**src/rtl/pit_chan_pkg.sv**
```systemverilog
package pit_chan_pkg;

  typedef enum logic [2:0] {
    MODE_TC_INT    = 3'd0,
    MODE_ONESHOT   = 3'd1,
    MODE_RATE      = 3'd2,
    MODE_SQUARE    = 3'd3,
    MODE_SW_STROBE = 3'd4,
    MODE_HW_STROBE = 3'd5
  } chanMode_e;

  typedef struct packed {
    logic load;
    logic restart;
    logic advance;
  } chanStrobe_t;

endpackage

```
**src/rtl/pit_chan_ctrl.sv**
```systemverilog
module pit_chan_ctrl
  import pit_chan_pkg::*;
(
  input  logic        clk,
  input  logic        rstN,
  input  logic        tick,
  input  logic        gate,
  input  logic        loadStrobe,
  input  logic [2:0]  modeSel,
  output chanStrobe_t strobe,
  output chanMode_e   effMode
);

  logic gatePrev;
  logic gateRise;
  logic levelGated;
  logic edgeTrig;

  always_ff @(posedge clk) begin
    if (!rstN) gatePrev <= 1'b0;
    else       gatePrev <= gate;
  end

  always_comb begin
    if (modeSel[2:1] == 2'b11) effMode = chanMode_e'({1'b0, modeSel[1:0]});
    else                       effMode = chanMode_e'(modeSel);
    levelGated = (effMode == MODE_TC_INT) || (effMode == MODE_SW_STROBE);
    edgeTrig   = !levelGated;
    gateRise   = gate && !gatePrev;
    strobe.load    = loadStrobe;
    strobe.restart = gateRise && edgeTrig;
    strobe.advance = tick && (gate || !levelGated);
  end

endmodule

```
**src/rtl/pit_chan_dp.sv**
```systemverilog
module pit_chan_dp
  import pit_chan_pkg::*;
#(
  parameter int WIDTH = 16
) (
  input  logic             clk,
  input  logic             rstN,
  input  chanStrobe_t      strobe,
  input  chanMode_e        effMode,
  input  logic [WIDTH-1:0] loadValue,
  output logic [WIDTH-1:0] curCount,
  output logic             outLevel
);

  localparam int EXT = WIDTH + 1;
  localparam logic [EXT-1:0] FULL = EXT'(1) << WIDTH;
  localparam logic [EXT-1:0] SAT  = '1;

  logic [EXT-1:0]   period;
  logic [EXT-1:0]   elapsedSat;
  logic [EXT-1:0]   phase;
  logic [WIDTH-1:0] elapsedLow;

  logic [EXT-1:0] phaseNext;
  logic [EXT-1:0] twoPhase;
  logic [EXT-1:0] dblMod;
  logic [EXT-1:0] halfPeriod;
  logic [EXT-1:0] rateCnt;
  logic [EXT-1:0] sqCnt;
  logic [WIDTH-1:0] linCnt;
  logic reached;
  logic atTerm;

  assign phaseNext = phase + EXT'(1);

  always_ff @(posedge clk) begin
    if (!rstN) begin
      period     <= FULL;
      elapsedSat <= '0;
      phase      <= '0;
      elapsedLow <= '0;
    end else if (strobe.load) begin
      period     <= (loadValue == '0) ? FULL : {1'b0, loadValue};
      elapsedSat <= '0;
      phase      <= '0;
      elapsedLow <= '0;
    end else if (strobe.restart) begin
      elapsedSat <= '0;
      phase      <= '0;
      elapsedLow <= '0;
    end else if (strobe.advance) begin
      elapsedSat <= (elapsedSat == SAT) ? SAT : elapsedSat + EXT'(1);
      phase      <= (phaseNext == period) ? '0 : phaseNext;
      elapsedLow <= elapsedLow + WIDTH'(1);
    end
  end

  always_comb begin
    twoPhase   = {phase[EXT-2:0], 1'b0};
    dblMod     = (twoPhase >= period) ? twoPhase - period : twoPhase;
    halfPeriod = (period + EXT'(1)) >> 1;
    reached    = elapsedSat >= period;
    atTerm     = elapsedSat == period;
    linCnt     = period[WIDTH-1:0] - elapsedLow;
    rateCnt    = period - phase;
    sqCnt      = period - dblMod;
    case (effMode)
      MODE_TC_INT: begin
        outLevel = reached;
        curCount = linCnt;
      end
      MODE_ONESHOT: begin
        outLevel = !reached;
        curCount = linCnt;
      end
      MODE_RATE: begin
        outLevel = (phase == '0) && (elapsedSat != '0);
        curCount = rateCnt[WIDTH-1:0];
      end
      MODE_SQUARE: begin
        outLevel = phase < halfPeriod;
        curCount = sqCnt[WIDTH-1:0];
      end
      default: begin
        outLevel = atTerm;
        curCount = linCnt;
      end
    endcase
  end

endmodule

```
**src/rtl/pit_chan.sv**
```systemverilog
module pit_chan
  import pit_chan_pkg::*;
#(
  parameter int WIDTH = 16
) (
  input  logic             clk,
  input  logic             rstN,
  input  logic             tick,
  input  logic             gate,
  input  logic             loadStrobe,
  input  logic [WIDTH-1:0] loadValue,
  input  logic [2:0]       modeSel,
  output logic [WIDTH-1:0] curCount,
  output logic             outLevel
);

  chanStrobe_t strobe;
  chanMode_e   effMode;

  pit_chan_ctrl u_ctrl (
    .clk        (clk),
    .rstN       (rstN),
    .tick       (tick),
    .gate       (gate),
    .loadStrobe (loadStrobe),
    .modeSel    (modeSel),
    .strobe     (strobe),
    .effMode    (effMode)
  );

  pit_chan_dp #(.WIDTH(WIDTH)) u_dp (
    .clk       (clk),
    .rstN      (rstN),
    .strobe    (strobe),
    .effMode   (effMode),
    .loadValue (loadValue),
    .curCount  (curCount),
    .outLevel  (outLevel)
  );

endmodule

```
**config.mk**
```make
export PLATFORM = sky130hd
export DESIGN_NAME = pit_chan
export DESIGN_NICKNAME = d
export VERILOG_FILES = /design/src/rtl/pit_chan_pkg.sv /design/src/rtl/pit_chan_ctrl.sv /design/src/rtl/pit_chan_dp.sv /design/src/rtl/pit_chan.sv
export SDC_FILE = /design/constraint.sdc
export NUM_CORES = 1
export LEC_CHECK = 0
export BUFFER_PORTS_ARGS = -buffer_cell sky130_fd_sc_hd__buf_2
export CORE_ASPECT_RATIO = 1.5
export CORE_MARGIN = 8
export CORE_UTILIZATION = 60
export CTS_BUF_LIST = sky130_fd_sc_hd__clkbuf_16
export CTS_CLUSTER_DIAMETER = 200
export DETAILED_ROUTE_END_ITERATION = 10
export PLACE_DENSITY_LB_ADDON = 0.1
export SYNTH_ARGS = -nofsm -noshare
export SYNTH_HDL_FRONTEND = slang
export SYNTH_SLANG_ARGS = --single-unit
```
**constraint.sdc**
```tcl
create_clock -name clk -period 8.08 [get_ports clk]
set_input_delay 0.808 -clock clk [delete_from_list [all_inputs] [get_ports clk]]
set_output_delay 0.808 -clock clk [all_outputs]
set_load 0.01 [all_outputs]
```
# Word-level counts from Yosys, hierarchy flattened
# Index checks and enable logic that the tools add are counted.
[word_totals]
register_bits = 68
latch_bits = 0
mem_bits_rw = 0
rom_bits = 0
in_bits = 24
out_inout_bits = 17
mem_count = 0
[classes]
n_addsub = 8
mul = 0
div = 0
order_cmp = 3
eq_ne = 8
n_shift = 0
muxes = 7
bitwise_logic = 1
reduce_logical = 14
[ops]
columns = ["cell", "count"]
rows = [
  ["$sub 16x16->16", 4],
  ["$add 17x1->17 const B", 3],
  ["$mux 17", 3],
  ["$eq 17x17->1", 2],
  ["$ge 17x17->1", 2],
  ["$pmux 16 s2", 1],
  ["$eq 17x17->1 const B", 1],
  ["$logic_not 17->1", 1],
  ["$lt 17x16->1", 1],
  ["$reduce_bool 17->1", 1],
  ["$add 16x1->16 const B", 1],
  ["$logic_not 16->1", 1],
  ["$mux 16", 1],
  ["$eq 3x2->1 const B", 2],
  ["$logic_and 1x1->1", 4],
  ["$pmux 1 s4", 1],
  ["$eq 3x1->1 const B", 1],
  ["$eq 3x3->1 const B", 1],
  ["$logic_not 1->1", 3],
  ["$logic_not 3->1", 1],
  ["$mux 3", 1],
  ["$reduce_or 3->1", 1],
  ["$eq 2x2->1 const B", 1],
  ["$logic_or 1x1->1", 2],
  ["$not 1->1", 1],
]

# Longest topological paths before layout
[depth]
depth_word = 7
ltp_mapped = 24
ltp_nobuf = 21

# Cells and area by module
# Synthesis repeated with hierarchy kept, for this count alone.
[unflattened]
cells_unflattened = 813
area_unflattened_um2 = 6555.0
[by_module_without_submodules]
columns = ["mod", "instances", "cells_each", "area_per_inst_um2"]
rows = [
  ["pit_chan_dp", 1, 804, 6477.5],
  ["pit_chan_ctrl", 1, 9, 77.6],
]

# Least setup slack after synthesis
# Ideal clock, no wire load.
[synth_timing]
kind = "register -> output"
startpoint = "register u_dp.period[1]"
endpoint = "output port curCount[14]"
t_arrival_ns = 4.743
required_time_ns = 7.272
slack_ns = 2.529
path_stages_with_launch = 23
path_buffers = 1
cell_sequence = "dfxtp_1 > inv_1 > ha_1 > nor2b_4 > o2111ai_2 > a31oi_1 > or4_1 > a31o_1 > a311oi_2 > buf_6 > mux2i_1 > a21oi_1 > mux2_2 > fa_1 > nor2b_1 > o21ai_0 > a21boi_0 > o21ai_0 > a211oi_1 > o31ai_1 > o21bai_1 > a21oi_1 > xnor2_1"
[synth_between]
elab_chain_len = 4
[synth_rtl]
columns = ["element", "line", "rtl"]
rows = [
  ["start, declared", "pit_chan_dp.sv:19", "logic [EXT-1:0] period;"],
  ["start signal, assigned", "pit_chan_dp.sv:43", "period <= (loadValue == '0) ? FULL : {1'b0, loadValue};"],
  ["$sub 16x16->16 / $ge 17x17->1 (equally long branches)", "pit_chan_dp.sv:60", "dblMod = (twoPhase >= period) ? twoPhase - period : twoPhase;"],
  ["$mux 16", "pit_chan_dp.sv:60", ""],
  ["$sub 16x16->16", "pit_chan_dp.sv:66", "sqCnt = period - dblMod;"],
  ["$pmux 16 s2 (*)", "pit_chan_dp.sv:67", "case (effMode)"],
  ["end, declared", "pit_chan.sv:13", "output logic [WIDTH-1:0] curCount,"],
]
# Every way passes the cells marked *; elsewhere a longest branch is shown, timed or not.

# Final worst setup path
# Same ends and word-level chain as after synthesis.

==> metrics.yaml <==
finalHoldViolations: 0
syn_to_final_growth_pct: 8.74
syn_area_sq_um: 6310
synth_fa_ha_area_share_pct: 14.5
power.density_nw_per_um2: 154
clkTransAtPathRegs_ps: 60
cp.required_ps: 7270
fin_crit_ps: 6950
syn_nets: 891
fin_ws_ps: 1130
dp_hpwl_microns: 15000
reg2reg_slack_ps: 4660
vias: 6069
antenna_found_initial: 0
insertion_delay_ps: 350
pre_cts_ws_ps: 1660
r2r_end: "u_dp.phase[6]"
grt_pass1_wl_microns: 31200
cts_resized: 0
grt_pass1_vias: 6073
worst_pin_slew_ps: 943
cts_max_path_buffers: 2
wl_per_cell_microns: 20.3
hold_buffers: 0
reg2regPathDepth: 10
worst_hold_path_type: "reg -> reg"
fin_crit_sh_pct: 86.0
netlist_instances: 795
cpMaxStageDelayCell: "or4_1"
post_cts_buffers: 0
cts_inserted_buffers: 9
grt_usage_pct: 28.2
initial_utilization_pct: 60.6
yosys.cell_types.count: 72
die_w_microns: 99.8
fmax_ghz: 0.144
place_congestion: 0.987
grt_max_degree: 36
leakage_nw: 2.82
row_count: 46
cts_htree_levels: 3
synth.area.mux_share_pct: 3.53
skew_ps: 5.72
ys_warn_count: 0
syn-mean-instance-area_sq_um: 7.94
cp_cell_sequence: "inv_1, ha_1, nor2b_4, o2111ai_2, a31oi_1, or4_1, a31o_1, a311oi_2, mux2i_1, a21oi_1, mux2_2, fa_1, nor2b_1, o21ai_0, a21boi_0, o21ai_0, a211oi_1, o31ai_1, o21bai_1, a21oi_1, xnor2_1, buf_2"
synth_xor_area_share_pct: 13.6
drc: 0
cts_tree: "built"
port_buffers: 40
die-area_sq_um: 14100
die_h_microns: 142
grt-ovfl-total: 0
yosysSeqAreaShare_pct: 21.6
wl_microns: 19600
drv_cap: 0
synthFlopType: "dfxtp_1"
critPathLaunch: "u_dp.period[1]"
fin_setup_tns_ps: 0
setup_viol: 0
synth-edff-count: 0
viasPerCell: 6.31
slew_violations: 0
drive_gt1_share_pct: 9.90
vdd_drop_max_uv: 104
cp-start-kind: "flop"
endpoint: "curCount[14]"
design_power_total_mw: 1.06
outcome: "finished, final reports clean"
drt_iter0_drc: 450
cts_sinks: 68
ant_nets: 0
io_pins: 41
yosys.area_share.simple_pct: 21.7
slew_headroom_pct: 37.1
path_class: "reg -> out"
coreArea_sq_um: 10400
synth-compound-area-share_pct: 19.5
rsz0062_at_grt: "no"
drtPass1Iterations: 5
clock_tree.root_cell: "clkbuf_16"
synth_top_family_by_area: "simple AND/OR/NAND/NOR gates"
endpoint_kind: "output pin"
r2r-start: "u_dp.phase[0]"
diodes: 0
slowest_delay_ps: 490
async_flop_share_pct: 0
worstPathMaxFanout: 7
whs_path_depth: 2
final_nets: 909
worstPathArrival_ps: 6140
ys_ff_latch: 68
==> routing by layer <==
layer	global-route usage (%)	routed length, microns
met5	0	0
met4	19.4	1160
met3	4.76	1110
met2	48.3	9740
met1	30.9	7560
==> worst min path at each step <==
stage | end | from | slack [ps]
after floorplan | u_dp.elapsedLow[11] | u_dp.elapsedLow[11] | 460
after global placement | u_dp.elapsedLow[11] | u_dp.elapsedLow[11] | 480
after detailed placement | u_dp.elapsedLow[7] | u_dp.elapsedLow[7] | 510
after CTS | u_dp.elapsedLow[7] | u_dp.elapsedLow[7] | 510
after global routing | u_dp.elapsedLow[11] | u_dp.elapsedLow[11] | 550
final | u_dp.elapsedLow[7] | u_dp.elapsedLow[7] | 510
==> placed cells by master (no fill, tap or decap), types with 5 or more instances in the layout <==
| cell type | instances |
|---|---|
| xnor2_1 | 60 |
| inv_1 | 38 |
| a21oi_1 | 63 |
| clkbuf_16 | 9 |
| a21o_1 | 12 |
| a22o_1 | 12 |
| o211ai_1 | 5 |
| xor2_1 | 38 |
| nor3_1 | 23 |
| or3_1 | 9 |
| buf_4 | 6 |
| o21ai_0 | 28 |
| nand3_1 | 27 |
| mux2i_1 | 20 |
| nor2_1 | 72 |
| nor4_1 | 12 |
| ha_1 | 70 |
| buf_2 | 40 |
| nand4_1 | 17 |
| nor2b_1 | 14 |
| dfxtp_1 | 68 |
| a211oi_1 | 13 |
| a31oi_1 | 7 |
| o21a_1 | 13 |
| and3_1 | 9 |
| nand2_1 | 54 |
==> state kept, by name, summed over array words and instances (netlist names) <==
signal	cells
u_ctrl.gatePrev	1
u_dp.elapsedLow	16
u_dp.elapsedSat	17
u_dp.period	17
u_dp.phase	17
==> cell usage after synthesis (all sizes together) (20+ instances only) <==
library cell | instances | area share, %
ha | 70 | 14
nand2 | 54 | 3.2
nor3 | 24 | 2.0
xnor2 | 60 | 8.3
a21oi | 63 | 5.0
dfxtp | 68 | 22
nor2 | 72 | 4.3
clkbuf | 26 | 1.6
mux2i | 20 | 3.2
nand3 | 28 | 2.3
xor2 | 38 | 5.3
o21ai | 31 | 2.5
inv | 38 | 2.3
==> where the power goes <==
part	internal, mW	switching, mW	total (mW)
Clock	0.272	0.167	0.439
Sequential	0.342	0.0146	0.356
Combinational	0.111	0.150	0.261
==> layout make-up <==
cell class,count,area [sq um]
clock buffers,9,225
clock inverters,7,98.8
fillers,905,3550
inverters,39,146
multi-input cells,649,4610
flip-flops and latches,68,1360
well taps,144,180
repair buffers,46,245
==> per-stage QoR <==
stage	hold slack (ps)	std cells	util [%]	area [sq um]
floorplan	462	795	-	6310
global placement	483	946	62.8	6540
detailed placement	506	946	62.8	6540
CTS	513	962	65.9	6870
global route	552	962	65.9	6870
finish	511	962	65.9	6870
==> logic make-up (layout without fill, tap and decap cells) <==
kind of cell / count (synthesis) / in the layout
flops: 68 / 68
compound gates: 189 / 189
fa+ha+maj: 72 / 72
simple gates: 268 / 268
buf+inv: 78 / 101
xor+xnor: 98 / 98
mux: 22 / 22
==> worst max-delay path: cells and delay by family, from the launching register on <==
kind | cells | cell delay, ps
and+or+nand+nor | 3 | 780
adders and majority gates | 2 | 770
buffers and inverters | 2 | 370
xor gates and xnor gates | 1 | 180
muxes | 2 | 590
AOI/OAI and AO/OA | 12 | 2630
DFF | 1 | 470
Power figures use the tool's default switching activity.
